--- src/rtl/hzd_pkg.sv ---
package hzd_pkg;
  typedef enum logic [1:0] {
    SEL_RF  = 2'b00,
    SEL_WB  = 2'b01,
    SEL_MEM = 2'b10
  } fwd_sel_e;
endpackage

--- src/rtl/hzd_opnd_sel.sv ---
module hzd_opnd_sel
  import hzd_pkg::*;
#(
  parameter int AW = 5
) (
  input  logic [AW-1:0] src,
  input  logic [AW-1:0] mem_rd,
  input  logic          mem_wen,
  input  logic          mem_load,
  input  logic [AW-1:0] wb_rd,
  input  logic          wb_wen,
  output fwd_sel_e      sel
);
  localparam logic [AW-1:0] ZERO_REG = '0;

  logic hit_mem;
  logic hit_wb;

  // a load in MEM has no value yet; it is never a source here
  assign hit_mem = mem_wen && !mem_load && (mem_rd != ZERO_REG) && (mem_rd == src);
  assign hit_wb  = wb_wen && (wb_rd != ZERO_REG) && (wb_rd == src);

  always_comb begin
    if (hit_mem)     sel = SEL_MEM;
    else if (hit_wb) sel = SEL_WB;
    else             sel = SEL_RF;
  end
endmodule

--- src/rtl/hzd_load_use.sv ---
module hzd_load_use #(
  parameter int AW = 5
) (
  input  logic [AW-1:0] id_rs,
  input  logic [AW-1:0] id_rt,
  input  logic          id_use_rs,
  input  logic          id_use_rt,
  input  logic          id_is_store,
  input  logic [AW-1:0] ex_rd,
  input  logic          ex_wen,
  input  logic          ex_load,
  output logic          stall_o
);
  localparam logic [AW-1:0] ZERO_REG = '0;

  logic prod_ok;
  logic rs_dep;
  logic rt_dep;

  assign prod_ok = ex_load && ex_wen && (ex_rd != ZERO_REG);
  assign rs_dep  = id_use_rs && (id_rs == ex_rd);
  // store data is served in MEM, so it does not count as a use in EX
  assign rt_dep  = id_use_rt && !id_is_store && (id_rt == ex_rd);
  assign stall_o = prod_ok && (rs_dep || rt_dep);
endmodule

--- src/rtl/hzd_st_fwd.sv ---
module hzd_st_fwd #(
  parameter int AW = 5
) (
  input  logic          clk,
  input  logic          rst_n,
  input  logic          ex_is_store,
  input  logic [AW-1:0] ex_rt,
  input  logic [AW-1:0] mem_rd,
  input  logic          mem_wen,
  input  logic          mem_load,
  output logic          fwd_st_o
);
  localparam logic [AW-1:0] ZERO_REG = '0;

  logic fwd_d;
  logic fwd_q;
  logic fwd_en;

  always_comb begin
    fwd_d  = ex_is_store && mem_load && mem_wen &&
             (mem_rd != ZERO_REG) && (mem_rd == ex_rt);
    fwd_en = ex_is_store || fwd_q;
  end

  always_ff @(posedge clk or negedge rst_n) begin
    if (!rst_n)      fwd_q <= 1'b0;
    else if (fwd_en) fwd_q <= fwd_d;
  end

  assign fwd_st_o = fwd_q;
endmodule

--- src/rtl/hzd_fwd_unit.sv ---
module hzd_fwd_unit
  import hzd_pkg::*;
#(
  parameter int AW = 5
) (
  input  logic          clk,
  input  logic          rst_n,
  input  logic [AW-1:0] id_rs,
  input  logic [AW-1:0] id_rt,
  input  logic          id_use_rs,
  input  logic          id_use_rt,
  input  logic          id_is_store,
  input  logic [AW-1:0] ex_rs,
  input  logic [AW-1:0] ex_rt,
  input  logic [AW-1:0] ex_rd,
  input  logic          ex_wen,
  input  logic          ex_load,
  input  logic          ex_is_store,
  input  logic [AW-1:0] mem_rd,
  input  logic          mem_wen,
  input  logic          mem_load,
  input  logic [AW-1:0] wb_rd,
  input  logic          wb_wen,
  output logic [1:0]    fwd_a,
  output logic [1:0]    fwd_b,
  output logic          fwd_st,
  output logic          stall,
  output logic          bubble
);
  localparam int NOPND = 2;

  logic [AW-1:0] opnd_src [NOPND];
  fwd_sel_e      opnd_sel [NOPND];
  logic          hold;

  assign opnd_src[0] = ex_rs;
  assign opnd_src[1] = ex_rt;

  for (genvar g = 0; g < NOPND; g++) begin : g_opnd
    hzd_opnd_sel #(.AW(AW)) u_sel (
      .src      (opnd_src[g]),
      .mem_rd   (mem_rd),
      .mem_wen  (mem_wen),
      .mem_load (mem_load),
      .wb_rd    (wb_rd),
      .wb_wen   (wb_wen),
      .sel      (opnd_sel[g])
    );
  end

  assign fwd_a = opnd_sel[0];
  assign fwd_b = opnd_sel[1];

  hzd_load_use #(.AW(AW)) u_lu (
    .id_rs       (id_rs),
    .id_rt       (id_rt),
    .id_use_rs   (id_use_rs),
    .id_use_rt   (id_use_rt),
    .id_is_store (id_is_store),
    .ex_rd       (ex_rd),
    .ex_wen      (ex_wen),
    .ex_load     (ex_load),
    .stall_o     (hold)
  );

  assign stall  = hold;
  assign bubble = hold;

  hzd_st_fwd #(.AW(AW)) u_stf (
    .clk         (clk),
    .rst_n       (rst_n),
    .ex_is_store (ex_is_store),
    .ex_rt       (ex_rt),
    .mem_rd      (mem_rd),
    .mem_wen     (mem_wen),
    .mem_load    (mem_load),
    .fwd_st_o    (fwd_st)
  );
endmodule

--- config.mk ---
export PLATFORM = sky130hd
export DESIGN_NAME = hzd_fwd_unit
export DESIGN_NICKNAME = d
export VERILOG_FILES = /design/src/rtl/hzd_pkg.sv /design/src/rtl/hzd_opnd_sel.sv /design/src/rtl/hzd_load_use.sv /design/src/rtl/hzd_st_fwd.sv /design/src/rtl/hzd_fwd_unit.sv
export SDC_FILE = /design/constraint.sdc
export NUM_CORES = 1
export LEC_CHECK = 0
export BUFFER_PORTS_ARGS = -buffer_cell sky130_fd_sc_hd__buf_2
export CORE_UTILIZATION = 25
export DETAILED_ROUTE_END_ITERATION = 8
export PLACE_DENSITY = 0.65
export SETUP_SLACK_MARGIN = 0.05
export SLEW_MARGIN = 30
export SYNTH_ARGS = -nofsm -noshare
export SYNTH_HDL_FRONTEND = slang
export SYNTH_SLANG_ARGS = --single-unit
export TNS_END_PERCENT = 30
--- constraint.sdc ---
create_clock -name clk -period 1.15 [get_ports clk]
set_input_delay 0 -clock clk [delete_from_list [all_inputs] [get_ports clk]]
set_output_delay 0 -clock clk [all_outputs]
set_load 0.02 [all_outputs]
==> impl_metrics.csv, run 1 <==
group,metric,value,unit
route,initialDrtViolationCount,3,
layout,syn2layout_area_growth,83.8,%
floorplan,rows,15,
floorplan,die-area,2100,um^2
route,viasPerCell,4.61,
synthesis,ys_types,19,
synthesis,ys_warn_count,0,
run_status,outcome,"finished with violations",
setup_path,crit_path_max_fanout,3,
synthesis,syn-cell-area,479,um^2
route,drc,0,
synthesis,seq_area_frac_synth,5.22,%
route,wl_per_cell,10.4,um
clock_tree,clk_pin_slew,0,ps
timing,rsz0062_at_grt,"yes",
layout,fin_util,49.9,%
layout,layout_commonest_cell,"buf_2",
min_path,hp-class,"input pin to flop",
floorplan,die_h,45.8,um
timing,fin_crit_sh,108,%
floorplan,num_io_pins,53,
timing,report.final.slew_viol_count,0,
route,vias,645,
setup_path,critPathLaunchType,"input pin",
floorplan,design.core.area,1760,um^2
setup_path,crit_required,1150,ps
pwr,cellLeakagePower,0.419,nW
synthesis,synth_top_area_share,40.2,%
flow_run,drv_cap,0,
layout,nNetsFinal,163,
global_routing,grt_max_degree,5,
global_routing,grt_pass1_vias,606,
global_routing,antenna_found_initial,0,
synthesis,synth_top_area_cell,"xor2_1",
layout,largest_reg_flops,1,
synthesis,synth_fp_nets,103,
synthesis,syn_inst,57,
layout,fin_area,881,um^2
pwr,power.density,353,nW/um^2
placed_design,gp_congestion,0.820,
layout,instances_no_fill,140,
synthesis,avgSynthCellArea,8.41,um^2
setup_path,path_class,"input pin to output port",
run_status,failed_checks,"negative setup slack",
global_routing,grt_use_total,13.9,%
layout,nFillCells,188,
setup_path,end_kind,"output port",
route,drt_wl_total,1450,um
clock_tree,post_cts_buffers,0,
timing,setup_viol,2,
timing,setup_ws,-91.8,ps
placed_design,dp_hpwl,1290,um
global_routing,grt_pass1_wl,2190,um
placed_design,portBuffers,52,
placed_design,dpl-instance-area,820,um^2
setup_path,critPathArrivalTime,1240,ps
min_path,hp-start,"ex_is_store",
pwr,ir_worst_vdd,0.000136,V
layout,final_layout_size_suffix_gt1_share,59.1,%
layout,antenna_cells,0,
synthesis,ys_seq_elements,1,
layout,layout_common_cells,"buf_2, xor2_1, buf_4",
setup_path,startpoint,"wb_rd[4]",
timing,min_period,1240,ps
global_routing,grt-ovfl-total,0,
synthesis,synthTopCellsByArea,"xor2_1, xnor2_1, dfrtp_1",
timing,relSlewSlack,73.3,%
floorplan,initial_core_util,27.2,%
route,dr.pass1.iters,2,
route,ant_nets,0,
floorplan,die_w,45.8,um
placed_design,dp_cells,139,
timing,worstMarginPinSlew,397,ps
timing,hold_viol,0,
timing,fmax,0.805,GHz
[worst max-delay path: stages]
cell and delay (ps):
buf_2 120, xor2_1 150, or4_1 520, nor4_2 260
buf_2 200
[stage by stage]
step           hold slack [ps]  power (mW)  TNS [ps]  worst slack [ps]
6_report                   246       0.311      -182             -91.8
5_1_grt                    277       0.337      -339              -182
4_1_cts                    252       0.306      -183              -103
3_5_place_dp              -225       0.290      -360              -138
3_3_place_gp              -226       0.285      -335              -119
2_1_floorplan             -296       0.144     -48.8             -48.8
[Yosys cell counts, drive strengths merged]
cell type	instances
xor2	22
xnor2	8
nor4	6
or4	5
buf	3
nand3	3
o21ai	2
a21oi	1
and2b	1
dfrtp	1
nand4b	1
nor2	1
o2111ai	1
o211ai	1
or3	1
[metal layers]
layer / vias to the layer above / GRT usage, % / wire length (um)
li1: 320 / - / -
met5: - / 0 / 0
met3: 2 / 0.397 / 133
met1: 278 / 13.4 / 529
met4: 0 / 1.18 / 8
met2: 45 / 31.7 / 782
[power breakdown]
group / internal [mW] / total [mW] / switching, mW
sequential: 0.0360 / 0.0360 / 0.0000268
clock: 0 / 0 / 0
combinational: 0.151 / 0.275 / 0.123
total: 0.187 / 0.311 / 0.124
[cell type report]
type,count,area [um^2],share of cell area (%)
Sequential cell,1,25.0,2.84
Timing Repair Buffer,61,358,40.6
Multi-Input combinational cell,53,467,53.0
Tap cell,25,31.3,3.55
[cells by family (layout without fill, tap and decap cells)]
kind of cell | Yosys count | in the layout | share of synthesized area [%]
buf+inv | 3 | 61 | 4.70
xor+xnor | 30 | 30 | 54.8
flops | 1 | 1 | 5.22
compound gates | 5 | 5 | 7.31
simple gates | 18 | 18 | 27.9
[worst paths after layout]
check                            endpoint  slack, ps  cells after the start
setup / recovery                 fwd_a[0]        -90                      5
hold / removal             u_stf.fwd_st_o        250                      3
max in group asynchronous  u_stf.fwd_st_o        750                      2
min in group asynchronous  u_stf.fwd_st_o        310                      2
[timing repair]
action | in CTS | in global routing
resized for setup | 7 | 3
endpoints found under the setup margin | 3 | 6
pin swaps | 3 | 2
hold buffers | 1 | 0
hold endpoints to repair | 1 | 0
(Power assumes the default switching activity.)
==> run 2: changes to the inputs <==
Settings changed: GPL_TIMING_DRIVEN set to 0.
==> run 2 against run 1 <==
  * The run still ends with negative setup slack left
  * Sequential share of layout area increased by 0.15 points
  * First-iteration DRC count decreased by 67%
  * Total power decreased by 8.4%
  * Sequential power about the same
  * Die area unchanged
  * Hold slack got worse by 2.9 ps
  * Routed wire length decreased by 7.7%
  * Final area decreased by 5.1%
  * Global-route usage decreased by 1.6 points
  * Flip-flop and latch count unchanged
==> impl_metrics.csv, run 2 (synthesized netlist as in run 1, its figures left out) <==
group,metric,value,unit
route,wl_per_cell,9.93,um
placed_design,gp_congestion,0.771,
min_path,hold_end,"u_stf.fwd_st_o",
route,drc,0,
min_path,min_path_cells,3,
route,viasPerCell,4.65,
route,dr.pass1.iters,4,
route,drt_wl_total,1340,um
timing,whs,243,ps
pwr,internal-power,169,uW
global_routing,grt_use_total,12.3,%
layout,syn2layout_area_growth,74.4,%
setup_path,crit_path_max_fanout,3,
global_routing,grt-ovfl-total,0,
route,initialDrtViolationCount,1,
setup_path,path_class,"input pin to output port",
pwr,ir_worst_vdd,0.000131,V
layout,multi_input_area,467,um^2
flow_run,drv_cap,0,
floorplan,die_w,45.8,um
route,route.layer.met1.wl,485,um
timing,relSlewSlack,71.8,%
setup_path,crit_required,1150,ps
pwr,cellLeakagePower,0.393,nW
layout,antenna_cells,0,
pwr,switchingPower,116,uW
placed_design,portBuffers,52,
route,route.met2.wl,720,um
global_routing,antenna_found_initial,0,
pwr,swShare,40.8,%
pwr,combPwrFrac,87.4,%
timing,min_period,1240,ps
timing,fin_crit_sh,108,%
setup_path,end_kind,"output port",
setup_path,critPathLaunchType,"input pin",
placed_design,dp_hpwl,1220,um
timing,worstMarginPinSlew,419,ps
layout,fin_area,836,um^2
pwr,power.density,341,nW/um^2
timing,report.final.slew_viol_count,0,
floorplan,die_h,45.8,um
route,ant_nets,0,
layout,nNetsFinal,158,
route,highest_layer,"met3",
floorplan,num_io_pins,53,
floorplan,rows,15,
floorplan,die-area,2100,um^2
global_routing,grt_pass1_wl,1970,um
min_path,hp-class,"input pin to flop",
layout,seqCellArea,25.0,um^2
route,dr_wl_met3,135,um
timing,setup_ws,-94.9,ps
min_path,hp-start,"ex_is_store",
timing,rsz0062_at_grt,"yes",
layout,largest_reg_flops,1,
layout,final_layout_size_suffix_gt1_share,57.3,%
timing,fmax,0.803,GHz
floorplan,design.core.area,1760,um^2
pwr,p_clk_share,0,%
run_status,outcome,"finished with violations",
layout,nFillCells,179,
layout,layout_commonest_cell,"buf_2",
clock_tree,clk_pin_slew,0,ps
layout,layout_common_cells,"buf_2, xor2_1, xnor2_1",
global_routing,grt_pass1_vias,556,
placed_design,dpl-instance-area,782,um^2
setup_path,critPathArrivalTime,1240,ps
timing,setup_viol,5,
route,vias,628,
timing,hold_viol,0,
floorplan,initial_core_util,27.2,%
pwr,totalPowerFinal,285,uW
run_status,failed_checks,"negative setup slack",
global_routing,grt_max_degree,5,
pwr,p_seq_share,12.6,%
-- run 2: layer usage --
| layer | vias up | global-route usage [%] |
|---|---|---|
| met1 | 269 | 11.6 |
| met4 | 0 | 1.18 |
| met2 | 45 | 28.0 |
| li1 | 314 | - |
| met3 | 0 | 0.794 |
| met5 | - | 0 |
-- run 2: worst max-delay path, cell delays in order --
cell and delay, ps:
buf_2 120, xor2_1 140, or4_4 540, nor4_4 270
buf_4 170
-- run 2: worst max-delay path by stage --
stage	from	end	slack (ps)	cells past startpoint
after floorplan	wb_rd[3]	fwd_a[0]	-50	4
after global placement	mem_load	fwd_b[1]	-210	6
after detailed placement	mem_load	fwd_b[1]	-190	6
after CTS	mem_rd[1]	fwd_a[0]	-110	6
after global routing	mem_rd[1]	fwd_a[0]	-140	6
final	wb_rd[0]	fwd_b[0]	-90	5
-- run 2: layout make-up --
type | count | area share, %
multi-input cells | 53 | 55.8
repair buffers | 53 | 34.7
well taps | 25 | 3.74
flip-flops and latches | 1 | 2.99
plain buffers | 3 | 2.69
-- run 2: per-stage QoR --
step                      setup TNS (ps)  worst slack (ps)  instances  utilization (%)
final                               -298             -94.9        135             47.4
after global placement              -556              -207        134             44.3
after detailed placement            -566              -190        134             44.3
after floorplan                    -48.8             -48.8         57                -
after CTS                           -357              -109        135             46.2
after global routing                -550              -144        135             47.4
-- run 2: power groups by stage --
stage	Sequential (mW)	Clock, mW	Combinational (mW)
final	0.0360	0	0.249
after global routing	0.0360	0	0.272
after CTS	0.0360	0	0.245
after detailed placement	0.0360	0	0.233
after global placement	0.0360	0	0.230
after floorplan	0.0363	0	0.108
-- run 2: timing repair --
item / 4_1_cts / 5_1_grt
cloned: 0 / 0
hold endpoints to repair: 1 / 0
gates resized for setup: 6 / 4
hold buffers: 1 / 0
buffers inserted: 0 / 0
pin swaps: 3 / 3
endpoints found under the setup margin: 5 / 6
